$ cat src/rtl/serial_rx16_pkg.sv
package serial_rx16_pkg;

  localparam int unsigned CHAR_W = 9;

  typedef enum logic [1:0] {
    ST_IDLE,
    ST_QUAL,
    ST_BITS
  } rx_state_e;

  typedef enum logic [1:0] {
    PH_DATA,
    PH_PAR,
    PH_STOP
  } rx_phase_e;

  typedef enum logic [1:0] {
    PK_EVEN = 2'd0,
    PK_ODD  = 2'd1,
    PK_ZERO = 2'd2,
    PK_ONE  = 2'd3
  } par_kind_e;

  typedef struct packed {
    logic [3:0] nbits;
    logic       msb_first;
    logic       par_en;
    par_kind_e  par_kind;
  } frame_cfg_t;

  function automatic frame_cfg_t decode_cfg(input logic [1:0] len,
                                            input logic       nine,
                                            input logic       msb,
                                            input logic [2:0] par);
    frame_cfg_t c;
    c.nbits     = nine ? 4'd9 : (4'd5 + {2'b00, len});
    c.msb_first = msb;
    c.par_en    = ~par[2];
    c.par_kind  = par_kind_e'(par[1:0]);
    return c;
  endfunction

endpackage

$ cat src/rtl/serial_rx16_sync.sv
module serial_rx16_sync #(
  parameter int unsigned STAGES  = 2,
  parameter logic        RST_VAL = 1'b1
) (
  input  logic clk,
  input  logic rst_n,
  input  logic d_i,
  output logic q_o
);

  logic [STAGES-1:0] chain_q;

  generate
    for (genvar s = 0; s < STAGES; s++) begin : g_stage
      logic stage_d;
      if (s == 0) begin : g_first
        assign stage_d = d_i;
      end else begin : g_rest
        assign stage_d = chain_q[s-1];
      end
      always_ff @(posedge clk or negedge rst_n) begin
        if (!rst_n) chain_q[s] <= RST_VAL;
        else        chain_q[s] <= stage_d;
      end
    end
  endgenerate

  assign q_o = chain_q[STAGES-1];

endmodule

$ cat src/rtl/serial_rx16_ctrl.sv
module serial_rx16_ctrl
  import serial_rx16_pkg::*;
#(
  parameter int unsigned OSR = 16
) (
  input  logic       clk,
  input  logic       rst_n,
  input  logic       tick_i,
  input  logic       line_i,
  input  frame_cfg_t cfg_i,
  output frame_cfg_t cfg_q_o,
  output logic       start_ok_o,
  output logic       samp_o,
  output rx_phase_e  phase_o,
  output logic [3:0] idx_o
);

  localparam int unsigned CW   = (OSR > 2) ? $clog2(OSR) : 1;
  localparam int unsigned HALF = OSR / 2;

  rx_state_e  state_q, state_d;
  rx_phase_e  phase_q, phase_d;
  logic [CW-1:0] cnt_q, cnt_d;
  logic [3:0] idx_q, idx_d;
  frame_cfg_t cfg_q, cfg_d;
  logic       start_ok, samp;

  always_comb begin
    state_d  = state_q;
    phase_d  = phase_q;
    cnt_d    = cnt_q;
    idx_d    = idx_q;
    cfg_d    = cfg_q;
    start_ok = 1'b0;
    samp     = 1'b0;
    if (tick_i) begin
      unique case (state_q)
        ST_IDLE: begin
          if (!line_i) begin
            state_d = ST_QUAL;
            cnt_d   = CW'(1);
          end
        end
        ST_QUAL: begin
          if (line_i) begin
            state_d = ST_IDLE;
            cnt_d   = '0;
          end else if (cnt_q == CW'(HALF - 1)) begin
            start_ok = 1'b1;
            state_d  = ST_BITS;
            phase_d  = PH_DATA;
            cnt_d    = '0;
            idx_d    = '0;
            cfg_d    = cfg_i;
          end else begin
            cnt_d = cnt_q + CW'(1);
          end
        end
        ST_BITS: begin
          if (cnt_q == CW'(OSR - 1)) begin
            cnt_d = '0;
            samp  = 1'b1;
            unique case (phase_q)
              PH_DATA: begin
                if (idx_q == cfg_q.nbits - 4'd1) begin
                  idx_d   = '0;
                  phase_d = cfg_q.par_en ? PH_PAR : PH_STOP;
                end else begin
                  idx_d = idx_q + 4'd1;
                end
              end
              PH_PAR:  phase_d = PH_STOP;
              default: state_d = ST_IDLE;
            endcase
          end else begin
            cnt_d = cnt_q + CW'(1);
          end
        end
        default: state_d = ST_IDLE;
      endcase
    end
  end

  always_ff @(posedge clk or negedge rst_n) begin
    if (!rst_n) begin
      state_q <= ST_IDLE;
      phase_q <= PH_DATA;
      cnt_q   <= '0;
      idx_q   <= '0;
      cfg_q   <= '0;
    end else begin
      state_q <= state_d;
      phase_q <= phase_d;
      cnt_q   <= cnt_d;
      idx_q   <= idx_d;
      cfg_q   <= cfg_d;
    end
  end

  assign cfg_q_o    = cfg_q;
  assign start_ok_o = start_ok;
  assign samp_o     = samp;
  assign phase_o    = phase_q;
  assign idx_o      = idx_q;

  // a high sample while qualifying a start drops back to idle
  a_r2_glitch_abort: assert property (@(posedge clk) disable iff (!rst_n)
    (state_q == ST_QUAL && tick_i && line_i) |=> (state_q == ST_IDLE));

  // without a tick the sequencer holds
  a_r11_hold_no_tick: assert property (@(posedge clk) disable iff (!rst_n)
    !tick_i |=> ($stable(state_q) && $stable(cnt_q) && $stable(idx_q)));

  // hunting restarts right after the single stop sample
  a_r7_stop_then_idle: assert property (@(posedge clk) disable iff (!rst_n)
    (samp && phase_q == PH_STOP) |=> (state_q == ST_IDLE));

endmodule

$ cat src/rtl/serial_rx16_asm.sv
module serial_rx16_asm
  import serial_rx16_pkg::*;
(
  input  logic              clk,
  input  logic              rst_n,
  input  logic              line_i,
  input  frame_cfg_t        cfg_i,
  input  logic              start_ok_i,
  input  logic              samp_i,
  input  rx_phase_e         phase_i,
  input  logic [3:0]        idx_i,
  output logic [CHAR_W-1:0] data_o,
  output logic              valid_o,
  output logic              perr_o,
  output logic              ferr_o
);

  logic [CHAR_W-1:0] acc_q, acc_d;
  logic              pbit_q, pbit_d;
  logic [CHAR_W-1:0] data_q, data_d;
  logic              valid_q, valid_d, perr_q, perr_d, ferr_q, ferr_d;
  logic [3:0]        pos;
  logic              exp_par;

  assign pos = cfg_i.msb_first ? (cfg_i.nbits - 4'd1 - idx_i) : idx_i;

  always_comb begin
    unique case (cfg_i.par_kind)
      PK_EVEN: exp_par = ^acc_q;
      PK_ODD:  exp_par = ~(^acc_q);
      PK_ZERO: exp_par = 1'b0;
      default: exp_par = 1'b1;
    endcase
  end

  always_comb begin
    acc_d   = acc_q;
    pbit_d  = pbit_q;
    data_d  = data_q;
    valid_d = 1'b0;
    perr_d  = 1'b0;
    ferr_d  = 1'b0;
    if (start_ok_i) begin
      acc_d  = '0;
      pbit_d = 1'b0;
    end else if (samp_i) begin
      unique case (phase_i)
        PH_DATA: begin
          for (int b = 0; b < CHAR_W; b++) begin
            if (pos == 4'(b)) acc_d[b] = line_i;
          end
        end
        PH_PAR: pbit_d = line_i;
        default: begin
          data_d  = acc_q;
          valid_d = 1'b1;
          perr_d  = cfg_i.par_en & (pbit_q ^ exp_par);
          ferr_d  = ~line_i;
        end
      endcase
    end
  end

  always_ff @(posedge clk or negedge rst_n) begin
    if (!rst_n) begin
      acc_q   <= '0;
      pbit_q  <= 1'b0;
      data_q  <= '0;
      valid_q <= 1'b0;
      perr_q  <= 1'b0;
      ferr_q  <= 1'b0;
    end else begin
      acc_q   <= acc_d;
      pbit_q  <= pbit_d;
      data_q  <= data_d;
      valid_q <= valid_d;
      perr_q  <= perr_d;
      ferr_q  <= ferr_d;
    end
  end

  assign data_o  = data_q;
  assign valid_o = valid_q;
  assign perr_o  = perr_q;
  assign ferr_o  = ferr_q;

  // strobe lasts one cycle
  a_r9_single_strobe: assert property (@(posedge clk) disable iff (!rst_n)
    valid_q |=> !valid_q);

  // flags only beside the strobe
  a_r9_flags_with_valid: assert property (@(posedge clk) disable iff (!rst_n)
    (perr_q || ferr_q) |-> valid_q);

  // bits above the character length are zero
  a_r3_upper_zero: assert property (@(posedge clk) disable iff (!rst_n)
    valid_q |-> ((data_q >> cfg_i.nbits) == '0));

  // no parity error when parity is off
  a_r6_no_perr_when_off: assert property (@(posedge clk) disable iff (!rst_n)
    (valid_q && !cfg_i.par_en) |-> !perr_q);

endmodule

$ cat src/rtl/serial_rx16.sv
module serial_rx16
  import serial_rx16_pkg::*;
#(
  parameter int unsigned OSR         = 16,
  parameter int unsigned SYNC_STAGES = 2
) (
  input  logic       clk,
  input  logic       rst_n,
  input  logic       os_tick,
  input  logic       rx_line,
  input  logic [1:0] cfg_len,
  input  logic       cfg_nine,
  input  logic       cfg_msb_first,
  input  logic [2:0] cfg_parity,
  output logic [8:0] rx_data,
  output logic       rx_valid,
  output logic       rx_par_err,
  output logic       rx_frm_err
);

  logic       rst_n_s;
  logic       line_s;
  frame_cfg_t cfg_in, cfg_q;
  logic       start_ok, samp;
  rx_phase_e  phase;
  logic [3:0] idx;

  serial_rx16_sync #(.STAGES(2), .RST_VAL(1'b0)) u_rst_sync (
    .clk(clk), .rst_n(rst_n), .d_i(1'b1), .q_o(rst_n_s)
  );

  serial_rx16_sync #(.STAGES(SYNC_STAGES), .RST_VAL(1'b1)) u_line_sync (
    .clk(clk), .rst_n(rst_n_s), .d_i(rx_line), .q_o(line_s)
  );

  assign cfg_in = decode_cfg(cfg_len, cfg_nine, cfg_msb_first, cfg_parity);

  serial_rx16_ctrl #(.OSR(OSR)) u_ctrl (
    .clk(clk), .rst_n(rst_n_s), .tick_i(os_tick), .line_i(line_s),
    .cfg_i(cfg_in), .cfg_q_o(cfg_q), .start_ok_o(start_ok),
    .samp_o(samp), .phase_o(phase), .idx_o(idx)
  );

  serial_rx16_asm u_asm (
    .clk(clk), .rst_n(rst_n_s), .line_i(line_s), .cfg_i(cfg_q),
    .start_ok_i(start_ok), .samp_i(samp), .phase_i(phase), .idx_i(idx),
    .data_o(rx_data), .valid_o(rx_valid), .perr_o(rx_par_err),
    .ferr_o(rx_frm_err)
  );

endmodule

$ cat config.mk
export PLATFORM = sky130hd
export DESIGN_NAME = serial_rx16
export DESIGN_NICKNAME = d
export VERILOG_FILES = /design/src/rtl/serial_rx16_pkg.sv /design/src/rtl/serial_rx16_sync.sv /design/src/rtl/serial_rx16_ctrl.sv /design/src/rtl/serial_rx16_asm.sv /design/src/rtl/serial_rx16.sv
export SDC_FILE = /design/constraint.sdc
export NUM_CORES = 1
export LEC_CHECK = 0
export BUFFER_PORTS_ARGS = -buffer_cell sky130_fd_sc_hd__buf_2
export CORE_MARGIN = 2
export CORE_UTILIZATION = 40
export CTS_CLUSTER_SIZE = 30
export DETAILED_ROUTE_END_ITERATION = 8
export PLACE_DENSITY = 0.64
export SETUP_SLACK_MARGIN = 0.02
export SLEW_MARGIN = 5
export SYNTH_ARGS = -nofsm -noshare
export SYNTH_HDL_FRONTEND = slang
export SYNTH_SLANG_ARGS = --single-unit
export TNS_END_PERCENT = 20
$ cat constraint.sdc
create_clock -name clk -period 3.2 [get_ports clk]
set_input_delay 0.16 -clock clk [delete_from_list [all_inputs] [get_ports clk]]
set_output_delay 0.16 -clock clk [all_outputs]
set_load 0.01 [all_outputs]
==> run_results.csv <==
group,metric,value,unit
status,status,"finished clean",
hold_path,hold_path_end,"u_ctrl.cfg_q_o[0]",
hold_path,holdCritStartpoint,"cfg_parity[0]",
worst_setup_path,cp_max_fo,3,
floorplanning,fp.dieW,82.2,um
timing,finalMaxSlewViolations,0,
power,irDropWorstVdd,387,uV
synth,syn-cell-area,0.00245,sq mm
cts,cts_sinks,46,
worst_setup_path,timing.rr.start,"u_ctrl.cfg_q_o[4]",
global_routing,groute.usage.overall,14.9,%
worst_setup_path,cp_data_required_time,3.43,ns
synth,ys_warn_count,0,
finish,final_cells,350,
synth,synthesis.nets,273,
finish,syn2layout_area_growth,13.1,%
floorplanning,io_pins,23,
cts,path_clk_slew,0.10,ns
power,leakagePower,0.00134,uW
finish,fin_nets,297,
power,power.share.clock,36.0,%
floorplanning,rows,28,
worst_setup_path,start_kind,"flop",
finish,n_antenna_cell,0,
worst_setup_path,max_stage_delay,0.40,ns
placed_design,port_buffers,22,
global_routing,grt_pass1_wl,7780,um
floorplanning,die_area,0.00676,sq mm
timing,skew,0.0146,ns
synth,yosysMostFrequentCell,"nand2_1",
global_routing,grt_antenna_before_repair,0,
synth,syn-instance-count,250,
placed_design,gp_congestion,0.795,
worst_setup_path,rrSetupSlack,0.71,ns
detailed_routing,drtIter0Drc,83,
synth,synth_ff_type,"dfrtp_1",
placed_design,post-place-cells,340,
placed_design,dpl_cell_area,0.00261,sq mm
power,p_seq_share,46.6,%
cts,postCtsSetupBuffers,0,
timing,relSlewSlack,36.8,%
power,switchingPower,407,uW
cts,insertion_delay,0.30,ns
timing,fin_crit_sh,77.7,%
worst_setup_path,end_kind,"flop",
synth,synth_top_area_share,45.0,%
cts,clock_path_buffers,2,
timing,fmax,402,MHz
floorplanning,core_area,0.00592,sq mm
synth,synth_edf_count,0,
worst_setup_path,path_class,"flop to flop",
cts,cts_made_buffers,5,
power,powerDensity,521,mW/mm^2
cts,cts_tree,"done",
placed_design,dp_hpwl,3360,um
synth,synthTopCellsByCount,"nand2_1 (53), dfrtp_1 (44), o21ai_0 (14), inv_1 (13), nor2_1 (12)",
flow_run,max_cap_viol_count,0,
timing,period_minus_slack,2.49,ns
timing,rsz0062_at_grt,"no",
hold_path,hold_depth,2,
timing,setup_viol,0,
synth,synth-seq-cells,46,
worst_setup_path,worst-path-buf-inv,2,
global_routing,grt_pass1_vias,1724,
power,internal-power,1040,uW
synth,synthArstFlopShare,100,%
worst_setup_path,crit_chain,"inv_1, ha_1, inv_1, ha_1, nor2b_1, o21a_1, o21ai_1, nand4_1, a21oi_1, mux2i_1",
worst_setup_path,r2r_cells,10,
finish,utilization,46.7,%
hold_path,hold_class,"input port to flop",
cts,ctsResizeCount,0,
finish,final_area,0.00277,sq mm
worst_setup_path,cp_data_arrival_time,2.71,ns
floorplanning,initial_core_util,41.3,%
detailed_routing,routedWlPerCell,12.9,um
detailed_routing,viasPerCell,5.02,
synth,syn_area_per_cell,9.79,sq um
finish,drive_above_1_share,16.0,%
power,switching_share,28.2,%
detailed_routing,postRouteAntennaNets,0,
timing,worstMarginPinSlew,0.948,ns
synth,yosys.area.top_type,"dfrtp_1",
worst_setup_path,crit_family,"compound AO/OA/AOI/OAI gates",
detailed_routing,first_pass_iters,4,
synth,synth.area.top_cells,"dfrtp_1 (45%), nand2_1 (8.1%), ha_1 (5.6%)",
finish,fillers,557,
timing,finalSetupTns,0,ns
synth,yosysSeqAreaShare,47.1,%
floorplanning,die_h,82.2,um
worst_setup_path,r2r_end,"u_asm.acc_q[2]",
detailed_routing,wl,4530,um
detailed_routing,via_count,1757,
detailed_routing,drc_errors,0,
power,power.share.combinational,17.4,%
cts,htree_levels,2,
timing,final_hold_viol_count,0,
global_routing,grt_start_max_net_pins,45,
synth,ys_types,46,
global_routing,grt_overflow_total,0,
cts,root_buffer,"clkbuf_8",
worst_setup_path,crit_slowest_cell,"dfrtp_1",
==> logic make-up after synthesis <==
family	count (synthesis)	synth area share [%]
other	1	0.153
and+or+nand+nor	97	19.1
DFF	46	47.1
adders and majority gates	12	6.44
muxes	10	4.29
AOI/OAI and AO/OA	49	13.7
buffers and inverters	22	4.04
xor gates and xnor gates	13	5.21
==> flip-flops by register name, indices dropped and copies added (netlist names), 2 cells and up <==
register / cells
u_asm.acc_q: 9
u_asm.data_o: 9
u_ctrl.cfg_q_o: 8
u_ctrl.cnt_q: 4
u_ctrl.idx_o: 4
u_ctrl.phase_o: 2
u_ctrl.state_q: 2
==> worst max path at each step <==
stage,from,end,slack [ns],cells after the start
3_5_place_dp,u_ctrl.cfg_q_o[4],u_asm.acc_q[2],0.71,10
6_report,u_ctrl.cfg_q_o[4],u_asm.acc_q[2],0.71,10
2_1_floorplan,u_ctrl.cfg_q_o[4],u_asm.acc_q[1],0.90,10
4_1_cts,u_ctrl.cfg_q_o[4],u_asm.acc_q[2],0.71,10
3_3_place_gp,u_ctrl.cfg_q_o[4],u_asm.acc_q[1],0.78,10
5_1_grt,u_ctrl.cfg_q_o[4],u_asm.acc_q[0],0.53,8
==> layout make-up <==
cell class	instances	area (sq um)	area share, %
Timing Repair Buffer	24	130	4.70
Clock inverter	3	68.8	2.49
Multi-Input combinational cell	182	1190	43.2
Clock buffer	5	68.8	2.49
Sequential cell	46	1150	41.7
Tap cell	75	93.8	3.39
Inverter	15	56.3	2.03
==> placed cells by master (no fill, tap or decap), types with 2 or more instances in the layout <==
cell type / instances
nand3_1: 6
mux2_2: 3
ha_1: 11
xor2_1: 5
nand2_1: 53
mux2i_1: 6
buf_2: 22
a31oi_4: 2
dfstp_2: 2
o31ai_1: 7
o211ai_1: 5
or2_2: 2
nor3_1: 5
bufinv_16: 2
nor2_1: 12
nor2b_1: 3
nand3b_1: 2
clkbuf_8: 5
xnor2_1: 7
or3_1: 2
inv_1: 13
o21ai_0: 14
clkinv_1: 2
nor3b_1: 3
o21ai_1: 2
dlygate4sd3_1: 2
nand4_1: 2
a21oi_1: 11
dfrtp_1: 43
a21o_1: 3
==> timing repair <==
item | 4_1_cts | 5_1_grt
hold buffers | 2 | 0
hold endpoints to repair | 3 | 0
setup endpoints to repair | 0 | 0
==> worst register-to-register path: stages (launching register included) <==
cell and delay, ns:
dfrtp_1 0.40, inv_1 0.08, ha_1 0.32, inv_1 0.05, ha_1 0.27, nor2b_1 0.13, o21a_1 0.18, o21ai_1 0.36
nand4_1 0.22, a21oi_1 0.22, mux2i_1 0.21
==> through the flow <==
step	power [uW]	worst slack, ns	hold slack [ns]
floorplan	879	0.903	-0.136
global placement	932	0.784	-0.0545
detailed placement	938	0.707	-0.0541
CTS	1460	0.705	0.0613
global route	1530	0.530	0.0578
finish	1440	0.712	0.0611
==> power by group through the flow <==
stage	Sequential (uW)	Clock, uW	Combinational [uW]
4_1_cts	674	527	256
2_1_floorplan	657	0	222
3_3_place_gp	684	0	248
6_report	672	519	252
5_1_grt	682	552	294
3_5_place_dp	686	0	253
==> layer usage <==
| metal | track usage, % | routed length, um | up-vias |
|---|---|---|---|
| met4 | 3.50 | 23 | 0 |
| li1 | - | - | 901 |
| met2 | 25.1 | 2190 | 23 |
| met5 | 0 | 0 | - |
| met3 | 3.26 | 113 | 4 |
| met1 | 19.6 | 2200 | 829 |
Note: power is estimated with default switching activity, not from simulation.
